[src/rtl/iwf_pkg.sv]
package iwf_pkg;
  localparam logic [11:0] IRQ_WINDOW = 12'hFEE;
  localparam logic [1:0]  TAG_PCI    = 2'b00;
  localparam logic [1:0]  TAG_LINK   = 2'b01;

  typedef struct packed {
    logic push;
    logic pop;
  } iwf_strobe_t;
endpackage

[src/rtl/iwf_ctrl.sv]
module iwf_ctrl
  import iwf_pkg::*;
#(
  parameter int DEPTH = 8
) (
  input  logic        clk,
  input  logic        rstN,
  input  logic        inValid,
  input  logic        upReady,
  output logic        inReady,
  output logic        inRetry,
  output logic        upValid,
  output iwf_strobe_t strobe
);
  localparam int CntW = $clog2(DEPTH + 1);
  localparam logic [CntW-1:0] DepthC = CntW'(DEPTH);

  logic [CntW-1:0] count;
  logic full, empty;

  assign full    = (count == DepthC);
  assign empty   = (count == '0);
  assign inReady = !full;
  assign inRetry = inValid && full;
  assign upValid = !empty;

  always_comb begin
    strobe.push = inValid && !full;
    strobe.pop  = !empty && upReady;
  end

  always_ff @(posedge clk) begin
    if (!rstN) begin
      count <= '0;
    end else begin
      case ({strobe.push, strobe.pop})
        2'b10:   count <= count + 1'b1;
        2'b01:   count <= count - 1'b1;
        default: count <= count;
      endcase
    end
  end


  no_overflow_chk: assert property (@(posedge clk) disable iff (!rstN)
    count <= DepthC);


  retry_hold_chk: assert property (@(posedge clk) disable iff (!rstN)
    (inRetry && !upReady) |=> $stable(count));
endmodule

[src/rtl/iwf_datapath.sv]
module iwf_datapath
  import iwf_pkg::*;
#(
  parameter int DEPTH = 8,
  parameter int AW    = 32,
  parameter int DW    = 32
) (
  input  logic          clk,
  input  logic          rstN,
  input  iwf_strobe_t   strobe,
  input  logic [AW-1:0] inAddr,
  input  logic [DW-1:0] inData,
  input  logic [1:0]    inTag,
  input  logic          upValid,
  output logic [AW-1:0] upAddr,
  output logic [DW-1:0] upData,
  output logic          upType
);
  localparam int PtrW = (DEPTH > 1) ? $clog2(DEPTH) : 1;
  localparam logic [PtrW-1:0] LastP = PtrW'(DEPTH - 1);

  logic [AW-1:0] addrMem [DEPTH];
  logic [DW-1:0] dataMem [DEPTH];
  logic [DEPTH-1:0] irqMem;
  logic [PtrW-1:0] wrPtr, rdPtr;
  logic inWindow, tagOk, isIrq;

  assign inWindow = (inAddr[AW-1:AW-12] == IRQ_WINDOW);
  assign tagOk    = (inTag == TAG_PCI) || (inTag == TAG_LINK);
  assign isIrq    = inWindow && tagOk;

  always_ff @(posedge clk) begin
    if (!rstN) begin
      wrPtr <= '0;
      rdPtr <= '0;
    end else begin
      if (strobe.push) wrPtr <= (wrPtr == LastP) ? '0 : wrPtr + 1'b1;
      if (strobe.pop)  rdPtr <= (rdPtr == LastP) ? '0 : rdPtr + 1'b1;
    end
  end

  always_ff @(posedge clk) begin
    if (strobe.push) begin
      addrMem[wrPtr] <= inAddr;
      dataMem[wrPtr] <= inData;
      irqMem[wrPtr]  <= isIrq;
    end
  end

  assign upAddr = addrMem[rdPtr];
  assign upData = dataMem[rdPtr];
  assign upType = irqMem[rdPtr];


  irq_window_chk: assert property (@(posedge clk) disable iff (!rstN)
    (upValid && upType) |-> (upAddr[AW-1:AW-12] == IRQ_WINDOW));
endmodule

[src/rtl/irq_write_forwarder.sv]
module irq_write_forwarder
  import iwf_pkg::*;
#(
  parameter int DEPTH = 8,
  parameter int AW    = 32,
  parameter int DW    = 32
) (
  input  logic          clk,
  input  logic          rstN,
  input  logic          inValid,
  input  logic [AW-1:0] inAddr,
  input  logic [DW-1:0] inData,
  input  logic [1:0]    inTag,
  output logic          inReady,
  output logic          inRetry,
  output logic          upValid,
  input  logic          upReady,
  output logic [AW-1:0] upAddr,
  output logic [DW-1:0] upData,
  output logic          upType
);
  iwf_strobe_t strobe;

  iwf_ctrl #(.DEPTH(DEPTH)) ctrl_i (
    .clk(clk), .rstN(rstN), .inValid(inValid), .upReady(upReady),
    .inReady(inReady), .inRetry(inRetry), .upValid(upValid), .strobe(strobe)
  );

  iwf_datapath #(.DEPTH(DEPTH), .AW(AW), .DW(DW)) dp_i (
    .clk(clk), .rstN(rstN), .strobe(strobe), .inAddr(inAddr),
    .inData(inData), .inTag(inTag), .upValid(upValid),
    .upAddr(upAddr), .upData(upData), .upType(upType)
  );


  up_stable_chk: assert property (@(posedge clk) disable iff (!rstN)
    (upValid && !upReady) |=> (upValid && $stable(upAddr) &&
                               $stable(upData) && $stable(upType)));


  retry_excl_chk: assert property (@(posedge clk) disable iff (!rstN)
    inRetry |-> !inReady);
endmodule

[config.mk]
export PLATFORM = sky130hd
export DESIGN_NAME = irq_write_forwarder
export DESIGN_NICKNAME = d
export VERILOG_FILES = /design/src/rtl/iwf_pkg.sv /design/src/rtl/iwf_ctrl.sv /design/src/rtl/iwf_datapath.sv /design/src/rtl/irq_write_forwarder.sv
export SDC_FILE = /design/constraint.sdc
export NUM_CORES = 1
export LEC_CHECK = 0
export BUFFER_PORTS_ARGS = -buffer_cell sky130_fd_sc_hd__buf_2
export CELL_PAD_IN_SITES_DETAIL_PLACEMENT = 1
export CELL_PAD_IN_SITES_GLOBAL_PLACEMENT = 1
export CORE_MARGIN = 8
export CORE_UTILIZATION = 45
export DETAILED_ROUTE_END_ITERATION = 6
export PLACE_DENSITY_LB_ADDON = 0.1
export SETUP_SLACK_MARGIN = 0.2
export SYNTH_ARGS = -nofsm -noshare
export SYNTH_HDL_FRONTEND = slang
export SYNTH_SLANG_ARGS = --single-unit
export TNS_END_PERCENT = 50
[constraint.sdc]
create_clock -name clk -period 16.5 [get_ports clk]
set_input_delay 0 -clock clk [delete_from_list [all_inputs] [get_ports clk]]
set_output_delay 0 -clock clk [all_outputs]
set_load 0.02 [all_outputs]
After elaboration in Yosys (flattened, before gate mapping)
Memories as Yosys holds them, arrays and structs flattened. A register that Yosys moved wholly into a read port is not among the register bits. Index checks and enable logic that the tools add are counted.

$add $sub $neg: 4. $lt $le $gt $ge: 3. Eq/ne operators: 7. Muxes and demuxes: 14. Reductions and logical operators: 11.

Operators with widths (count): two-way mux 3 bit (6); equality test 12 bit, second input constant (1); bitwise mux 8 bit (1); < comparator 3 x 4 -> 1 bit, second input constant (2); case mux 4 bit (2 select lines) (1); adder 3 x 1 -> 3 bit, second input constant (2); equality test 3 bit, second input constant (2); logical AND 1 bit (5); adder 4 x 1 -> 4 bit, second input constant (1); equality test 2 x 1 -> 1 bit, second input constant (2); equality test 4 bit, second input constant (1); logical NOT 4 bit (1); two-way mux 1 bit (4); subtractor 4 x 1 -> 4 bit, second input constant (1); binary-select mux 1 bit (select 3 bit) (1); demux 1 bit (select 3 bit) (1); >= comparator 3 x 1 -> 1 bit, second input constant (1); equality test 2 bit, second input constant (1); logical NOT 1 bit (2); logical NOT 2 bit (1); nonzero test 2 bit (1); logical OR 1 bit (1).

Register bits after elaboration: 18. Bits in writable memories: 512. Bits of input ports: 70. Output and inout bits: 68. Logic and storage cells: 45. Memories kept: 2.

Memory list: dp_i.addrMem (words 8, width 32, read ports 1, clocked after Yosys merged registers in 1, write ports 1, RTL line iwf_datapath.sv:22) `logic [AW-1:0] addrMem [DEPTH];`; dp_i.dataMem (words 8, width 32, read ports 1, clocked after Yosys merged registers in 1, write ports 1, RTL line iwf_datapath.sv:23) `logic [DW-1:0] dataMem [DEPTH];`.

Logic depth before layout (Yosys ltp)
Gate-level depths: netlist of the first run.

Word-level depth: 5. Mapped depth: 11. Depth with buffers taken out: 10.

Hierarchy
From an unflattened synthesis of the first run, not the netlist that was laid out.

Cell total of the unflattened synthesis: 831. Area total of the unflattened synthesis: 20243.2 um^2.

Modules (own cells, without submodules): iwf_datapath (instances 1, cells an instance 796, area an instance 19951.6 um^2, seq. area each 15795.1 um^2); iwf_ctrl (instances 1, cells an instance 35, area an instance 291.5 um^2, seq. area each 80.1 um^2).

Least setup slack after synthesis of the first run
OpenSTA, ideal clock, no wires.

Kind: register to register. Start: reg ctrl_i.count[1]. End: mem dp_i.addrMem[0][0] (enable). Setup time: 648 ps. Data arrival time: 6955 ps. Required time: 15852 ps. Slack: 8897 ps. Cell stages (with the launch flop): 6. Path buffers: 2. Period minus slack after synthesis: 7603 ps. Path through: dfxtp_1 > clkbuf_2 > or4b_4 > buf_6 > nand2_8 > nor4_1.

Cells in the longest elaborated chain, start to end: 5.

Ends and longest elaborated chain: from (decl) (RTL line iwf_ctrl.sv:18) `logic [CntW-1:0] count;`; from (signal assigned) (RTL line iwf_ctrl.sv:37) `2'b10: count <= count + 1'b1;`; from (signal assigned) (RTL line iwf_ctrl.sv:38) `2'b01: count <= count - 1'b1;`; from (signal assigned) (RTL line iwf_ctrl.sv:39) `default: count <= count;`; equality test 4 bit (RTL line iwf_ctrl.sv:21) `assign full = (count == DepthC);`; logical NOT 1 bit; named net inReady (RTL line irq_write_forwarder.sv:14) `output logic inReady,`; logical AND 1 bit (RTL line iwf_ctrl.sv:28) `strobe.push = inValid && !full;`; two-way mux 1 bit (RTL line iwf_datapath.sv:43) `if (strobe.push) begin`; two-way mux 1 bit (implied by the code) (RTL line iwf_datapath.sv:44) `addrMem[wrPtr] <= inAddr;`; to (decl) (RTL line iwf_datapath.sv:22).

The timed path passes the listed nets, and every way through them passes these cells.

==> results of run 1 <==
-- synthesized netlist by cell type, drive strengths merged --
cell type  number  area share [%]
a21boi          7            0.26
a21oi           1           0.025
and2            1           0.031
buf            29             1.0
clkbuf         10            0.19
dfxtp          13             1.3
edfxtp        520              77
ha              7            0.43
inv             2           0.037
mux2           65             3.6
mux2i           2           0.099
mux4          130              14
nand2          11            0.28
nand2b          3           0.093
nand3           7            0.17
nand4b          1           0.043
nor2            4           0.074
nor2b           2           0.062
nor3            5            0.12
nor4            1           0.031
nor4b           1           0.043
nor4bb          2           0.099
o21ai           3           0.074
o31ai           1           0.037
or3             3           0.093
or4             1           0.056
or4b            1           0.068
xnor2           1           0.043
xor2            2           0.086
-- stage by stage --
| step | setup WS [ps] | hold slack (ps) | total power, W | cells |
|---|---|---|---|---|
| 6_report | 13050 | 235 | 0.00341 | 1711 |
| 4_1_cts | 12920 | 188 | 0.00347 | 1709 |
| 3_5_place_dp | 13130 | 272 | 0.00226 | 1542 |
| 3_3_place_gp | 13170 | 270 | 0.00226 | 1542 |
| 2_1_floorplan | 8900 | 98.9 | 0.00210 | 836 |
| 5_1_grt | 12840 | 226 | 0.00356 | 1710 |
-- report_power, final --
group          total [W]  leakage, nW  switching (W)  internal, W
Clock            0.00119        0.853       0.000484     0.000703
Sequential       0.00159         4.85      0.0000438      0.00155
Combinational   0.000634         2.03       0.000323     0.000311
-- cell type report --
cell class                      count  share of cell area (%)
Clock buffer                       69                    6.12
Antenna cell                        2                  0.0208
Inverter                            2                  0.0312
Timing Repair Buffer              222                    6.28
Multi-Input combinational cell    262                    17.4
Sequential cell                   533                    66.0
Tap cell                          592                    3.08
Clock inverter                     29                    1.06
-- state kept, by name, summed over array words and instances, names as in the netlist, named ones only --
name / count
dp_i.wrPtr: 3
ctrl_i.count: 4
dp_i.addrMem: 256
dp_i.irqMem: 8
dp_i.rdPtr: 3
dp_i.dataMem: 256
-- cell families after synthesis --
kind of cell             after synthesis
AO/OA/AOI/OAI                         12
AND/OR/NAND/NOR                       43
XOR/XNOR                               3
flip-flops                           533
multiplexers                         197
buffers and inverters                 41
adder cells (fa/ha/maj)                7
-- worst max path at each step --
stage | start | endpoint | slack, ps | depth (start not counted)
floorplan | ctrl_i.count[1] | dp_i.addrMem[0][0] | 8900 | 5
finish | flip-flop | upAddr[3] | 13050 | 4
detailed placement | ctrl_i.count[1] | dp_i.dataMem[6][6] | 13130 | 5
global route | flip-flop | upData[29] | 12840 | 4
global placement | ctrl_i.count[1] | dp_i.dataMem[6][6] | 13170 | 5
CTS | flip-flop | upData[29] | 12920 | 4
-- what timing repair did --
action	4_1_cts	5_1_grt
hold buffers	69	0
endpoints found under the setup margin	0	0
buffers inserted	0	0
hold endpoints to repair	533	0
-- layer usage --
| layer | wire [um] | share of wire, % | GRT usage, % |
|---|---|---|---|
| met5 | 0 | 0 | 0 |
| met4 | 635 | 1.5 | 3.53 |
| met3 | 1970 | 4.7 | 3.75 |
| met2 | 20500 | 49 | 26.5 |
| met1 | 18400 | 44 | 21.2 |
==> results.sh, run 1 <==
export IMPL_slew_headroom_pct=28.6
export IMPL_cts_root_buf="clkbuf_16"
export IMPL_cts_max_level=2
export IMPL_maxCapViolations=0
export IMPL_hold_viol_final=0
export IMPL_grt_pass1_vias=10100
export IMPL_rsz0062_at_grt="no"
export IMPL_cp_arrival_ps=3450
export IMPL_final_util_pct=54.3
export IMPL_avgViaCountPerCell=5.31
export IMPL_cts_reportedPaths_clkPinSlew_ps=60
export IMPL_layout_commonest_cell="edfxtp_1"
export IMPL_status="finished clean"
export IMPL_grt_pass1_wl_um=63000
export IMPL_cts_buffers=55
export IMPL_crit_path_max_fanout=66
export IMPL_whs_path_depth=2
export IMPL_end_kind="output port"
export IMPL_setup_viol=0
export IMPL_syn_area_per_cell_um2=24.2
export IMPL_leakage_nw=7.73
export IMPL_io_pin_count=138
export IMPL_ys_warn_count=0
export IMPL_drive_gt1_share_pct=39.0
export IMPL_synth_top_family_by_area="multiplexers"
export IMPL_globalplace_congestion=0.660
export IMPL_min_period_ps=3450
export IMPL_reg2reg_depth=5
export IMPL_io_buffer_count=136
export IMPL_crit_path_top_delay_cell="dfxtp_4"
export IMPL_max_freq_ghz=0.290
export IMPL_start_util_pct=45.7
export IMPL_ys_seq_elements=533
export IMPL_fin_crit_sh_pct=20.9
export IMPL_die_height_um=228
export IMPL_ys_types=34
export IMPL_reg2reg_setup_slack_ps=13260
export IMPL_tightest_slew_ps=1060
export IMPL_antenna_found_initial=2
export IMPL_yosys_area_share_simple_pct=1.27
export IMPL_max_stage_delay_ps=990
export IMPL_regArea_um2=15900
export IMPL_dpl_hpwl_um=21800
export IMPL_synth_area_um2=20300
export IMPL_ctsResizeCount=0
export IMPL_multi_input_area_um2=4180
export IMPL_clock_latency_ps=580
export IMPL_n_fill_cell=3847
export IMPL_crit_required_ps=16500
export IMPL_netlist_instances=836
export IMPL_post_route_cell_area_um2=24100
export IMPL_synth_compound_area_share_pct=0.395
export IMPL_startpoint_type="flip-flop"
export IMPL_overflow=0
export IMPL_synth_xor_xnor_area_share_pct=0.130
export IMPL_syn_to_final_growth_pct=18.7
export IMPL_cts_tree="built"
export IMPL_min_delay_start="inAddr[12]"
export IMPL_clockBufferDepth=3
export IMPL_crit_type="flip-flop to output port"
export IMPL_fp_dieW_um=228
export IMPL_hold_path_class="input port to flip-flop"
export IMPL_final_cell_mix="edfxtp_1, buf_2, mux4_2"
export IMPL_grt_usage_pct=15.9
export IMPL_hold_end="dp_i.addrMem[4][12]"
export IMPL_synthAdderAreaFrac_pct=0.432
export IMPL_die_area_um2=52100
export IMPL_wl_per_cell_um=24.3
export IMPL_drt_iter0_markers=613
export IMPL_finalMaxSlewViolations=0
export IMPL_placed_area_um2=21600
export IMPL_synth_mux_area_share_pct=18.2
export IMPL_r2r_start="ctrl_i.count[1]"
export IMPL_worst_path_buf_inv=2
export IMPL_vias=9078
export IMPL_core_region_area_um2=44300
export IMPL_final_nets=1153
export IMPL_synthesis_nets=913
export IMPL_fin_skew_ps=12.8
export IMPL_path_delay_family="buffers and inverters"
export IMPL_first_pass_iters=4
export IMPL_ys_seq_area_share_pct=78.3
export IMPL_finalSetupTns_ps=0
export IMPL_power_density_nw_per_um2=142
export IMPL_wl_um=41500
export IMPL_path_cells="buf_4 > mux4_2 > mux2_2 > buf_2"
export IMPL_drcViolationCount=0
export IMPL_postRouteAntennaNets=0
export IMPL_ir_drop_mv=0.104
export IMPL_fp_row_count=77
export IMPL_timing_rr_end="dp_i.dataMem[6][28]"
export IMPL_grt_max_degree=107
export IMPL_clock_sinks=533
Note: power is estimated with default switching activity, not from simulation.
==> inputs of run 2 (changes only) <==
==> constraint.sdc (replaced) <==
create_clock -name clk -period 3.6 [get_ports clk]
set_input_delay 0 -clock clk [delete_from_list [all_inputs] [get_ports clk]]
set_output_delay 0 -clock clk [all_outputs]
set_load 0.02 [all_outputs]
==> run 2 against run 1 <==
  * Clock power grew to 4.4 times the previous value
  * Sequential power grew to 4.6 times the previous value
  * Non-clock buffer count grew 10
  * Global-route usage grew 0.40 points
  * Sequential cell count is the same
  * Hold slack lost 11 ps
  * Register-to-register slack lost 12000 ps
  * Critical path depth is the same
  * Cell count grew 0.47%
  * Largest cell class unchanged
==> results.sh, run 2 (synthesis gave the netlist of run 1 again) <==
export IMPL_status="finished clean"
export IMPL_r2r_start="ctrl_i.count[0]"
export IMPL_drive_gt1_share_pct=39.2
export IMPL_timing_rr_end="ctrl_i.count[2]"
export IMPL_io_buffer_count=136
export IMPL_syn_to_final_growth_pct=19.7
export IMPL_grt_pass1_vias=10400
export IMPL_postRouteAntennaNets=0
export IMPL_end_kind="output port"
export IMPL_cts_max_level=2
export IMPL_die_area_um2=52100
export IMPL_tightest_slew_ps=893
export IMPL_fp_dieW_um=228
export IMPL_hold_end="dp_i.addrMem[4][12]"
export IMPL_globalplace_congestion=0.671
export IMPL_design_power_total_w=0.0156
export IMPL_hold_ws_ps=224
export IMPL_clock_sinks=533
export IMPL_die_height_um=228
export IMPL_p_comb_share_pct=19.4
export IMPL_post_route_cell_area_um2=24300
export IMPL_finalMaxSlewViolations=0
export IMPL_fp_row_count=77
export IMPL_p_clk_share_pct=33.7
export IMPL_layout_commonest_cell="edfxtp_1"
export IMPL_final_cell_mix="edfxtp_1, buf_2, mux4_2"
export IMPL_maxCapViolations=0
export IMPL_antenna_found_initial=0
export IMPL_whs_path_depth=2
export IMPL_crit_path_max_fanout=32
export IMPL_io_pin_count=138
export IMPL_regArea_um2=15900
export IMPL_crit_type="flip-flop to output port"
export IMPL_startpoint_type="flip-flop"
export IMPL_multi_input_area_um2=4210
export IMPL_overflow=0
export IMPL_seqPwrFrac_pct=46.8
export IMPL_fin_crit_sh_pct=78.0
export IMPL_final_util_pct=54.7
export IMPL_placed_area_um2=21900
export IMPL_drcViolationCount=0
export IMPL_avgViaCountPerCell=5.34
export IMPL_vias=9184
export IMPL_reg_top3="dp_i.addrMem: 256 flops, dp_i.dataMem: 256 flops, dp_i.irqMem: 8 flops"
export IMPL_final_nets=1163
export IMPL_internal_power_w=0.0117
export IMPL_first_pass_iters=4
export IMPL_cts_tree="built"
export IMPL_start_util_pct=45.7
export IMPL_reg2reg_setup_slack_ps=1080
export IMPL_drt_iter0_markers=589
export IMPL_cts_buffers=55
export IMPL_fin_skew_ps=12.7
export IMPL_cp_arrival_ps=2810
export IMPL_power_density_nw_per_um2=643
export IMPL_core_region_area_um2=44300
export IMPL_wl_per_cell_um=24.5
export IMPL_post_cts_setup_buffer_count=0
export IMPL_min_period_ps=2810
export IMPL_finalSetupTns_ps=0
export IMPL_clockBufferDepth=3
export IMPL_reg2reg_depth=10
export IMPL_cts_root_buf="clkbuf_16"
export IMPL_cts_reportedPaths_clkPinSlew_ps=60
export IMPL_p_sw_w=0.00394
export IMPL_n_fill_cell=3835
export IMPL_max_freq_ghz=0.356
export IMPL_rsz0062_at_grt="no"
export IMPL_wl_um=42100
export IMPL_diodes=0
export IMPL_grt_pass1_wl_um=64600
export IMPL_grt_usage_pct=16.3
export IMPL_grt_max_degree=52
export IMPL_setup_viol=0
export IMPL_leakage_nw=7.78
export IMPL_hold_viol_final=0
export IMPL_hold_path_class="input port to flip-flop"
export IMPL_ir_drop_mv=0.478
export IMPL_slew_headroom_pct=40.5
export IMPL_dpl_hpwl_um=22700
export IMPL_crit_required_ps=3600
export IMPL_clock_latency_ps=600
export IMPL_min_delay_start="inAddr[12]"
export IMPL_swShare_pct=25.2
==> run 2: cell count changes in the layout (fill, tap and decap cells not counted), sizes merged <==
cell	delta
bufinv	-4
diode	-2
clkbuf	+5
clkinv	-1
buf	+10
==> run 2: per-layer routing <==
metal	track usage (%)	part of all wire, %	routed length [um]	up-vias
met5	0	0	0	-
met1	21.9	44	18500	4864
met4	5.07	2.2	938	0
met2	26.8	50	20800	182
met3	3.10	4.2	1760	66
li1	-	-	-	4072
==> run 2: final cells by class <==
| class | instances | area share, % |
|---|---|---|
| timing repair buffer | 232 | 7.16 |
| multi-input combinational | 262 | 17.4 |
| tap | 592 | 3.05 |
| inverter | 2 | 0.0309 |
| sequential | 533 | 65.5 |
| clock buffer | 74 | 6.39 |
| clock inverter | 24 | 0.511 |
==> run 2: power groups by stage <==
stage | logic, W | clock network [W] | registers [W]
final | 0.00303 | 0.00526 | 0.00731
after global routing | 0.00329 | 0.00560 | 0.00735
after CTS | 0.00312 | 0.00542 | 0.00732
after detailed placement | 0.00305 | 0 | 0.00745
after global placement | 0.00303 | 0 | 0.00743
after floorplan | 0.00229 | 0 | 0.00730
==> run 2: what timing repair did <==
item	CTS	global route
gates resized for setup	0	0
endpoints found under the hold margin	533	0
hold buffers	69	0
==> run 2: worst max-delay path by stage <==
stage / slack (ps) / cells after the start / to / from
after global routing: 580 / 4 / upData[23] / flip-flop
after global placement: 1070 / 10 / ctrl_i.count[2] / ctrl_i.count[0]
after floorplan: -540 / 5 / dp_i.addrMem[7][0] / ctrl_i.count[1]
after CTS: 660 / 4 / upData[23] / flip-flop
final: 790 / 4 / upData[23] / flip-flop
after detailed placement: 1080 / 10 / ctrl_i.count[2] / ctrl_i.count[0]
==> run 2: worst max-delay path, stage by stage (launching register included) <==
cell and delay [ps]:
dfxtp_4 810, buf_12 360, mux4_2 550, mux2_2 300, buf_2 170
==> run 2: stage by stage <==
step	worst slack, ps	std cells
global placement	1070	1552
detailed placement	1080	1552
global route	582	1719
finish	791	1719
floorplan	-538	836
CTS	663	1719
